## config.mk

```make
export PLATFORM = sky130hd
export DESIGN_NAME = rxbist_datapath
export DESIGN_NICKNAME = d
export VERILOG_FILES = /design/src/rtl/rxbist_pkg.sv /design/src/rtl/rxbist_datapath.sv
export SDC_FILE = /design/constraint.sdc
export NUM_CORES = 1
export LEC_CHECK = 0
export ABC_AREA = 1
export ABC_CLOCK_PERIOD_IN_PS = 7400
export BUFFER_PORTS_ARGS = -buffer_cell sky130_fd_sc_hd__buf_2
export CAP_MARGIN = 20
export CORE_MARGIN = 3
export CORE_UTILIZATION = 25
export CTS_CLUSTER_SIZE = 8
export DETAILED_ROUTE_END_ITERATION = 8
export GPL_ROUTABILITY_DRIVEN = 0
export SYNTH_ARGS = -nofsm -noshare
export SYNTH_HDL_FRONTEND = slang
export SYNTH_SLANG_ARGS = --single-unit
```

## constraint.sdc

```tcl
create_clock -name clk -period 7.4 [get_ports clk]
set_input_delay 1.11 -clock clk [delete_from_list [all_inputs] [get_ports clk]]
set_output_delay 1.11 -clock clk [all_outputs]
set_load 0.005 [all_outputs]
```

## src/rtl/rxbist_pkg.sv

```systemverilog
`timescale 1ns/1ps
package rxbist_pkg;

  typedef enum logic {
    ST_HUNT = 1'b0,
    ST_LOCK = 1'b1
  } rxbist_state_e;

  // strobes from control to datapath
  typedef struct packed {
    logic load;     // start symbol seen: align the reference
    logic advance;  // locked symbol accepted: step and record mismatch
    logic clear;    // back to hunting: wipe window and position
  } rxbist_strb_t;

endpackage

```

## src/rtl/rxbist_datapath.sv

```systemverilog
`timescale 1ns/1ps
module rxbist_datapath
  import rxbist_pkg::*;
#(
  parameter int SYM_W = 9,
  parameter int TAP_HI = 8,
  parameter int TAP_LO = 4,
  parameter logic [SYM_W-1:0] START_SYM = '1,
  parameter int WIN_LEN = 28,
  parameter int ERR_LIMIT = 14
) (
  input  logic             clk,
  input  logic             rstN,
  input  logic [SYM_W-1:0] symIn,
  input  rxbist_strb_t     strb,
  output logic             startMatch,
  output logic             atLast,
  output logic             windowTrip
);

  localparam int LOOP_LEN = (1 << SYM_W) - 1;
  localparam int POS_W = SYM_W;
  localparam int CNT_W = $clog2(WIN_LEN + 1);

  function automatic logic [SYM_W-1:0] stepSym(input logic [SYM_W-1:0] s);
    return {s[SYM_W-2:0], s[TAP_HI] ^ s[TAP_LO]};
  endfunction

  logic [SYM_W-1:0] expSym;
  logic [POS_W-1:0] pos;
  logic [WIN_LEN-1:0] errWin;
  logic [CNT_W-1:0] errCnt;
  logic mismatch;
  logic [CNT_W:0] newCnt;

  assign startMatch = (symIn == START_SYM);
  assign atLast = (pos == POS_W'(LOOP_LEN - 1));
  assign mismatch = (symIn != expSym);
  assign newCnt = {1'b0, errCnt} + (CNT_W+1)'(mismatch) - (CNT_W+1)'(errWin[WIN_LEN-1]);
  assign windowTrip = (newCnt >= (CNT_W+1)'(ERR_LIMIT));

  always_ff @(posedge clk or negedge rstN) begin
    if (!rstN) begin
      expSym <= START_SYM;
      pos <= '0;
      errWin <= '0;
      errCnt <= '0;
    end else if (strb.clear) begin
      expSym <= START_SYM;
      pos <= '0;
      errWin <= '0;
      errCnt <= '0;
    end else if (strb.load) begin
      expSym <= stepSym(START_SYM);
      pos <= POS_W'(1);
      errWin <= '0;
      errCnt <= '0;
    end else if (strb.advance) begin
      expSym <= stepSym(expSym);
      pos <= atLast ? '0 : pos + 1'b1;
      errWin <= {errWin[WIN_LEN-2:0], mismatch};
      errCnt <= newCnt[CNT_W-1:0];
    end
  end


  ref_nonzero_chk: assert property (@(posedge clk) disable iff (!rstN)
    expSym != '0);


  wrap_start_chk: assert property (@(posedge clk) disable iff (!rstN)
    (strb.advance && !strb.clear && !strb.load && atLast) |=> (expSym == START_SYM));


  pos_range_chk: assert property (@(posedge clk) disable iff (!rstN)
    pos < POS_W'(LOOP_LEN));


  win_count_chk: assert property (@(posedge clk) disable iff (!rstN)
    $countones(errWin) == int'(errCnt));

endmodule

```

======== After elaboration in Yosys (flattened, before gate mapping) ========
Cells that the tools add are included.
word-level totals
  flip-flop bits (word level) ............. 51
  bits in latches ......................... 0
  RAM bits ................................ 0
  ROM bits ................................ 0
  input bits .............................. 14
  word-level logic and storage cells ...... 26
  memories kept ........................... 0
cells by class
  add/sub/neg operators ................... 3
  multipliers ............................. 0
  div/mod/pow operators ................... 0
  order comparisons ....................... 1
  equality and inequality tests ........... 3
  shift-type cells ........................ 0
  muxes and demuxes ....................... 13
  bitwise gates (word level) .............. 1
  reductions and logical operators ........ 1
operators with widths
  cell                                                  number
  2-to-1 mux 28 bit                                     3
  2-to-1 mux 9 bit                                      7
  == test 9 bit (second input constant)                 2
  2-to-1 mux 5 bit                                      3
  adder 9 x 1 -> 9 bit (second input constant)          1
  != test 9 bit                                         1
  adder 5 x 1 -> 6 bit                                  1
  >= comparator 6 x 4 -> 1 bit (second input constant)  1
  subtractor 6 x 1 -> 6 bit                             1
  nonzero test 3 bit                                    1
  bitwise XOR 1 bit                                     1

======== Depth between registers and ports, before layout ========
Gate-level depths: netlist (run 1).
  depth in word-level cells ............... 6
  gate-level depth with buffers ........... 17
  gate-level depth less buffers ........... 17

======== Least setup slack after synthesis (run 1) ========
No wires, ideal clock.
  path type ............................... input to output
  start ................................... in symIn[3]
  end ..................................... out windowTrip
  arrival time ............................ 2.730 ns
  data required time ...................... 6.290 ns
  path slack .............................. 3.560 ns
  stages .................................. 15
  path through ............................ inv_1 -> nand2_1 -> nand2_1 -> nand3_1 -> nor2_1 -> nand2_1 -> inv_1 -> ha_1 -> inv_1 -> ha_1 -> fa_1 -> xnor2_1 -> nor2_1 -> nand3_1 -> nand4_1
between the ends
  longest elaborated chain between the ends .. 4
RTL lines
  what                          line                   RTL
  start: declaration            rxbist_datapath.sv:14  input logic [SYM_W-1:0] symIn,
  != test 9 bit                 rxbist_datapath.sv:38  assign mismatch = (symIn != expSym);
  adder 5 x 1 -> 6 bit          rxbist_datapath.sv:39  assign newCnt = {1'b0, errCnt} + (CNT_W+1)'(mismatch) - (CNT_W+1)'(errWin[WIN_LEN-1]);
  subtractor 6 x 1 -> 6 bit     rxbist_datapath.sv:39
  >= comparator 6 x 4 -> 1 bit  rxbist_datapath.sv:40  assign windowTrip = (newCnt >= (CNT_W+1)'(ERR_LIMIT));
  end: declaration              rxbist_datapath.sv:18  output logic windowTrip
No other way between the ends.

======== Final worst setup path (run 1) ========
Ends and elaborated chain as after synthesis.

==> results of run 1 <==
synth_stat cells (2+ instances only):
library cell,number
nand3b_1,3
inv_1,57
dfrtp_1,42
nor2_1,11
xnor2_1,9
buf_2,6
o22ai_1,18
o21bai_1,2
ha_1,8
nand4_1,6
xor2_1,3
dfstp_2,9
o21ai_1,4
nor2_4,2
a21oi_1,2
nand2_1,53
o22ai_2,10
nand3_1,13
inv_2,5
buf_6,2
a22oi_1,9
metal layers:
layer	track usage	routed length, um
met3	0.01565	132
met1	0.1063	2113
met2	0.1345	2030
met4	0.03288	77
met5	0	0
kinds of logic (layout without fill, tap and decap cells):
logic type | Yosys count | count (layout) | synth area share
AND/OR/NAND/NOR | 90 | 90 | 0.1558
buffers and inverters | 70 | 87 | 0.1114
adder cells (fa/ha/maj) | 9 | 9 | 0.04690
XOR/XNOR | 12 | 12 | 0.04104
AO/OA/AOI/OAI | 47 | 47 | 0.1422
flip-flops | 51 | 51 | 0.5027
tightest hold or removal path, stage by stage (launching register included):
cell and delay (ps):
dfrtp_1 350, nand2_1 50, nand2_1 60
worst paths after layout:
| kind | slack [ps] | startpoint | end | cells after the start |
|---|---|---|---|---|
| max in group asynchronous | 6070 | rstN | errCnt[2] | 2 |
| hold reg to reg | 490 | errWin[0] | errWin[0] | 2 |
| setup reg to reg | 4990 | expSym[3] | errCnt[4] | 15 |
| hold / removal | 490 | errWin[0] | errWin[0] | 2 |
| min in group asynchronous | 900 | rstN | pos[0] | 2 |
| setup / recovery | 3130 | symIn[3] | windowTrip | 17 |
area by class of cell:
| class | instances | area, um2 |
|---|---|---|
| Tap cell | 133 | 166.4 |
| Clock buffer | 6 | 82.58 |
| Timing Repair Buffer | 17 | 87.58 |
| Fill cell | 1022 | 7008 |
| Inverter | 62 | 232.7 |
| Sequential cell | 51 | 1287 |
| Multi-Input combinational cell | 158 | 988.4 |
| Clock inverter | 2 | 11.26 |
metrics by stage:
stage / hold WS (ps) / worst slack, ps
floorplan: 449.2 / 3560
global placement: 466.7 / 3176
detailed placement: 465.2 / 3132
CTS: 492.7 / 3113
global route: 529.1 / 2947
finish: 492.5 / 3134
report_power, final:
part / switching [mW] / internal [mW] / total [mW]
registers: 0.00175 / 0.281 / 0.283
clock network: 0.0881 / 0.0747 / 0.163
logic: 0.0248 / 0.0121 / 0.0369
total: 0.115 / 0.368 / 0.483
flip-flops by register name, indices dropped and copies added, names as in the netlist:
| name | flops |
|---|---|
| errCnt | 5 |
| errWin | 28 |
| expSym | 9 |
| pos | 9 |
==> run summary, run 1 <==
status - complete, no violations
Peak VDD IR - 0.08420 mV
most frequent cells in the layout - inv_1 (57), nand2_1 (53), dfrtp_1 (42)
Synth Cell Area - 0.002561 mm2
setup_tns - 0 ps
Tot Pwr - 483.0 uW
crit path time final - 4266 ps
layout cells sized above 1 - 0.1723
final hold vios - 0
type of origin of the critical path - input port
CTS H-tree depth - 2
Required @ worst endpoint - 6290 ps
design area - 0.002856 mm2
GRT Util Overall - 0.08206
FF+latch count, synth - 51
FMAX - 234.4 MHz
Synthesized Nets - 302
Die X - 107.2 um
antenna violations before repair - 0
area share of the largest cell type after synthesis - 0.4104
dominant cell type by area after synthesis - dfrtp_1
Detailed Route WL - 4354 um
Rows - 36
postcts setup bufs - 0
clock-pin slew on the worst setup and hold paths - 80 ps
Mapped Cells - 279
port buffer count - 16
relative slew slack - 0.4625
number of flops mapped to enable cells by yosys - 0
register area share after synthesis - 0.5027
clock sinks - 51
Setup CP Type - input port to primary output
clk_skew - 6.836 ps
post_cts resized - 0
io pins - 17
Tcrit/Tclk final - 0.5766
routed vias - 1816
final setup vio count - 0
CTS tree - built
RSZ-0062 raised after global routing - false
DRT antenna net count - 0
drt initial violations - 119
Clock Path Buffers - 2
syn_area_per_cell - 9.180 um2
ys async rst share - 1.000
DRT Pass-1 Iters - 6
vias in the first global route - 1852
CP arrival - 3160 ps
Pleak - 1.326 nW
Vert. Die Dim - 107.2 um
cell chain of the critical path - buf_2 -> inv_1 -> nand2_1 -> nand2_1 -> nand3_1 -> nor2_1 -> nand2_1 -> inv_1 -> ha_1 -> inv_1 -> ha_1 -> fa_1 -> xnor2_1 -> nor2_1 -> nand3_1 -> nand4_1 -> buf_2
DP HPWL - 2974 um
Finished Core Util - 0.2896
slowest stage cell, crit path - fa_1
DIE AREA - 0.01150 mm2
Bufs and invs on worst path - 5
vias per std cell - 4.233
largest net degree at the start of global routing - 52
Avg WL per Cell - 10.15 um
Max Cap Viol - 0
Slew Viols, Final - 0
drc violations - 0
Placed Cells - 421
Worst Max-Slew Pin Slew - 803.4 ps
Min-Delay Path Class - flip-flop to flip-flop
Setup crit end kind - primary output
slowest stage delay, CP - 420 ps
Post-Layout Cell Count - 429
Distinct cells, synth - 26
Layout Nets - 318
Num CTS Buffers - 5
DP Area - 0.002763 mm2
Root Driver - clkbuf_8
hold_buf cts - 0
CORE AREA - 0.009864 mm2
prevailing post-synth register cell - dfrtp_1
clk_lat worst skew - 300 ps
commonest non-fill, non-tap cell in the layout - inv_1
grt total ovfl - 0
initial core utilization - 0.2596
antenna cells - 0
Area contributors post-synth - dfrtp_1 (41%), dfstp_2 (9.2%), inv_1 (8.4%)
pwr dens - 169.1 mW/mm2
Ys Warns - 0
CP delay by family, top - adder cells
Syn-to-layout area delta - 11.53%
CP max FO - 3
first-pass GRT wire length - 7941 um
No activity file was read; power rests on OpenSTA's default activity.
==> run 2: changes to the inputs <==
--- a/config.mk
+++ b/config.mk
@@ -6,7 +6,7 @@
 export NUM_CORES = 1
 export LEC_CHECK = 0
 export ABC_AREA = 1
-export ABC_CLOCK_PERIOD_IN_PS = 7400
+export ABC_CLOCK_PERIOD_IN_PS = 4000
 export BUFFER_PORTS_ARGS = -buffer_cell sky130_fd_sc_hd__buf_2
 export CAP_MARGIN = 20
 export CORE_MARGIN = 3
==> constraint.sdc (replaced) <==
create_clock -name clk -period 4 [get_ports clk]
set_input_delay 0.6 -clock clk [delete_from_list [all_inputs] [get_ports clk]]
set_output_delay 0.6 -clock clk [all_outputs]
set_load 0.005 [all_outputs]
==> run 2 against run 1 <==
Effect of this change: final cell count stayed put; sequential share of layout area is 0.43 points lower; clock skew is 2.0 ps lower; combinational power rose by 85%; design area rose by 0.96%; register-to-register slack got worse by 3400 ps; count of clock-buffer cells in the layout unchanged; hold slack worse by 100 ps; sequential power rose by 85%; critical path depth decreased by 1; power up 100%; die area unchanged; critical endpoint unchanged.
==> run summary, run 2 (synthesis gave the netlist of run 1 again) <==
status - complete, no violations
Slew Viols, Final - 0
pwr dens - 335.3 mW/mm2
vias per std cell - 4.203
final hold vios - 0
clock sinks - 51
slowest stage delay, CP - 540 ps
layout cells sized above 1 - 0.1757
clk_lat worst skew - 300 ps
type of origin of the critical path - flip-flop
Syn-to-layout area delta - 12.60%
Detailed Route WL - 4376 um
slowest stage cell, crit path - dfstp_2
hold_buf cts - 0
crit path time final - 3418 ps
drc violations - 0
initial core utilization - 0.2596
DIE AREA - 0.01150 mm2
commonest non-fill, non-tap cell in the layout - inv_1
DRT antenna net count - 0
Finished Core Util - 0.2924
first-pass GRT wire length - 7838 um
CP max FO - 3
Reg2Reg Depth - 13
DRT Pass-1 Iters - 4
setup_tns - 0 ps
FMAX - 292.6 MHz
Peak VDD IR - 0.1459 mV
PnR worst setup slack - 581.8 ps
CP delay by family, top - adder cells
clock-pin slew on the worst setup and hold paths - 90 ps
largest net degree at the start of global routing - 52
postcts setup bufs - 0
Tcrit/Tclk final - 0.8546
Pleak - 1.343 nW
Regs by FF count - errWin x28, expSym x9, pos x9
Avg WL per Cell - 10.20 um
post_cts resized - 0
Num CTS Buffers - 5
most frequent cells in the layout - inv_1 (57), nand2_1 (53), dfrtp_1 (42)
Root Driver - clkbuf_8
Die X - 107.2 um
routed vias - 1803
worst r2r src - expSym[0]
drt initial violations - 160
CP arrival - 2820 ps
DP HPWL - 3012 um
Setup crit end kind - primary output
vias in the first global route - 1841
RSZ-0062 raised after global routing - false
Min-Delay Path Class - input port to async pin
R2R Setup Slk - 1590 ps
Rows - 36
minimum setup slack after placement - 751.6 ps
Max Cap Viol - 0
antenna cells - 0
io pins - 17
relative slew slack - 0.4631
Clock Path Buffers - 2
Top reg by flops - errWin
Largest register FFs - 28
Vert. Die Dim - 107.2 um
GRT Util Overall - 0.08143
CTS tree - built
grt total ovfl - 0
clk_skew - 4.883 ps
cell chain of the critical path - inv_1 -> nand2_1 -> nand2_1 -> nand3_1 -> nor2_1 -> nand2_1 -> inv_1 -> ha_1 -> inv_1 -> ha_1 -> fa_1 -> xnor2_1 -> nor2_1 -> nand3_1 -> nand4_1 -> buf_2
Setup CP Type - flip-flop to primary output
CTS H-tree depth - 2
antenna violations before repair - 0
CORE AREA - 0.009864 mm2
Worst Max-Slew Pin Slew - 802.6 ps
Required @ worst endpoint - 3400 ps
final setup vio count - 0
Worst R2R End - errCnt[2]
port buffer count - 16
Layout Nets - 318
Bufs and invs on worst path - 4
run 2: cell count changes in the layout (fill, tap and decap cells not counted), sizes merged:
cell / change
bufinv: +1
clkinv: -1
inv: +1
clkinvlp: -1
run 2: routing by layer:
| layer | track usage | vias up | share of wire |
|---|---|---|---|
| met5 | 0 | - | 0 |
| met1 | 0.1033 | 845 | 0.48 |
| met4 | 0.03288 | 0 | 0.016 |
| li1 | - | 926 | - |
| met2 | 0.1358 | 27 | 0.47 |
| met3 | 0.01565 | 5 | 0.030 |
run 2: area by class of cell:
cell class                      instances  area [um2]
Timing Repair Buffer                   17       87.58
Tap cell                              133       166.4
Fill cell                            1035        6980
Clock inverter                          2       38.79
Multi-Input combinational cell        158       988.4
Inverter                               62       232.7
Clock buffer                            6       82.58
Sequential cell                        51        1287
run 2: how the worst max path moves through the flow:
stage | startpoint | cells after the start | end | slack, ps
6_report | expSym[0] | 16 | windowTrip | 580
5_1_grt | expSym[3] | 16 | windowTrip | 380
3_5_place_dp | symIn[3] | 17 | windowTrip | 750
4_1_cts | expSym[0] | 16 | windowTrip | 550
3_3_place_gp | symIn[3] | 17 | windowTrip | 800
2_1_floorplan | symIn[3] | 15 | windowTrip | 1180
run 2: stage by stage:
step	cell area (um2)	total power, mW	hold WS [ps]	instances
after floorplan	2561	0.5758	304.4	279
after global placement	2763	0.6026	466.7	421
after detailed placement	2763	0.6038	465.2	421
after CTS	2884	0.9826	417.2	429
after global routing	2884	1.008	439.9	429
final	2884	0.9670	388.7	429
run 2: report_power, final:
group          switching (mW)  internal, mW  leakage, nW
Sequential            0.00331         0.521        0.678
Clock                   0.169         0.206       0.0618
Combinational          0.0459        0.0224        0.603
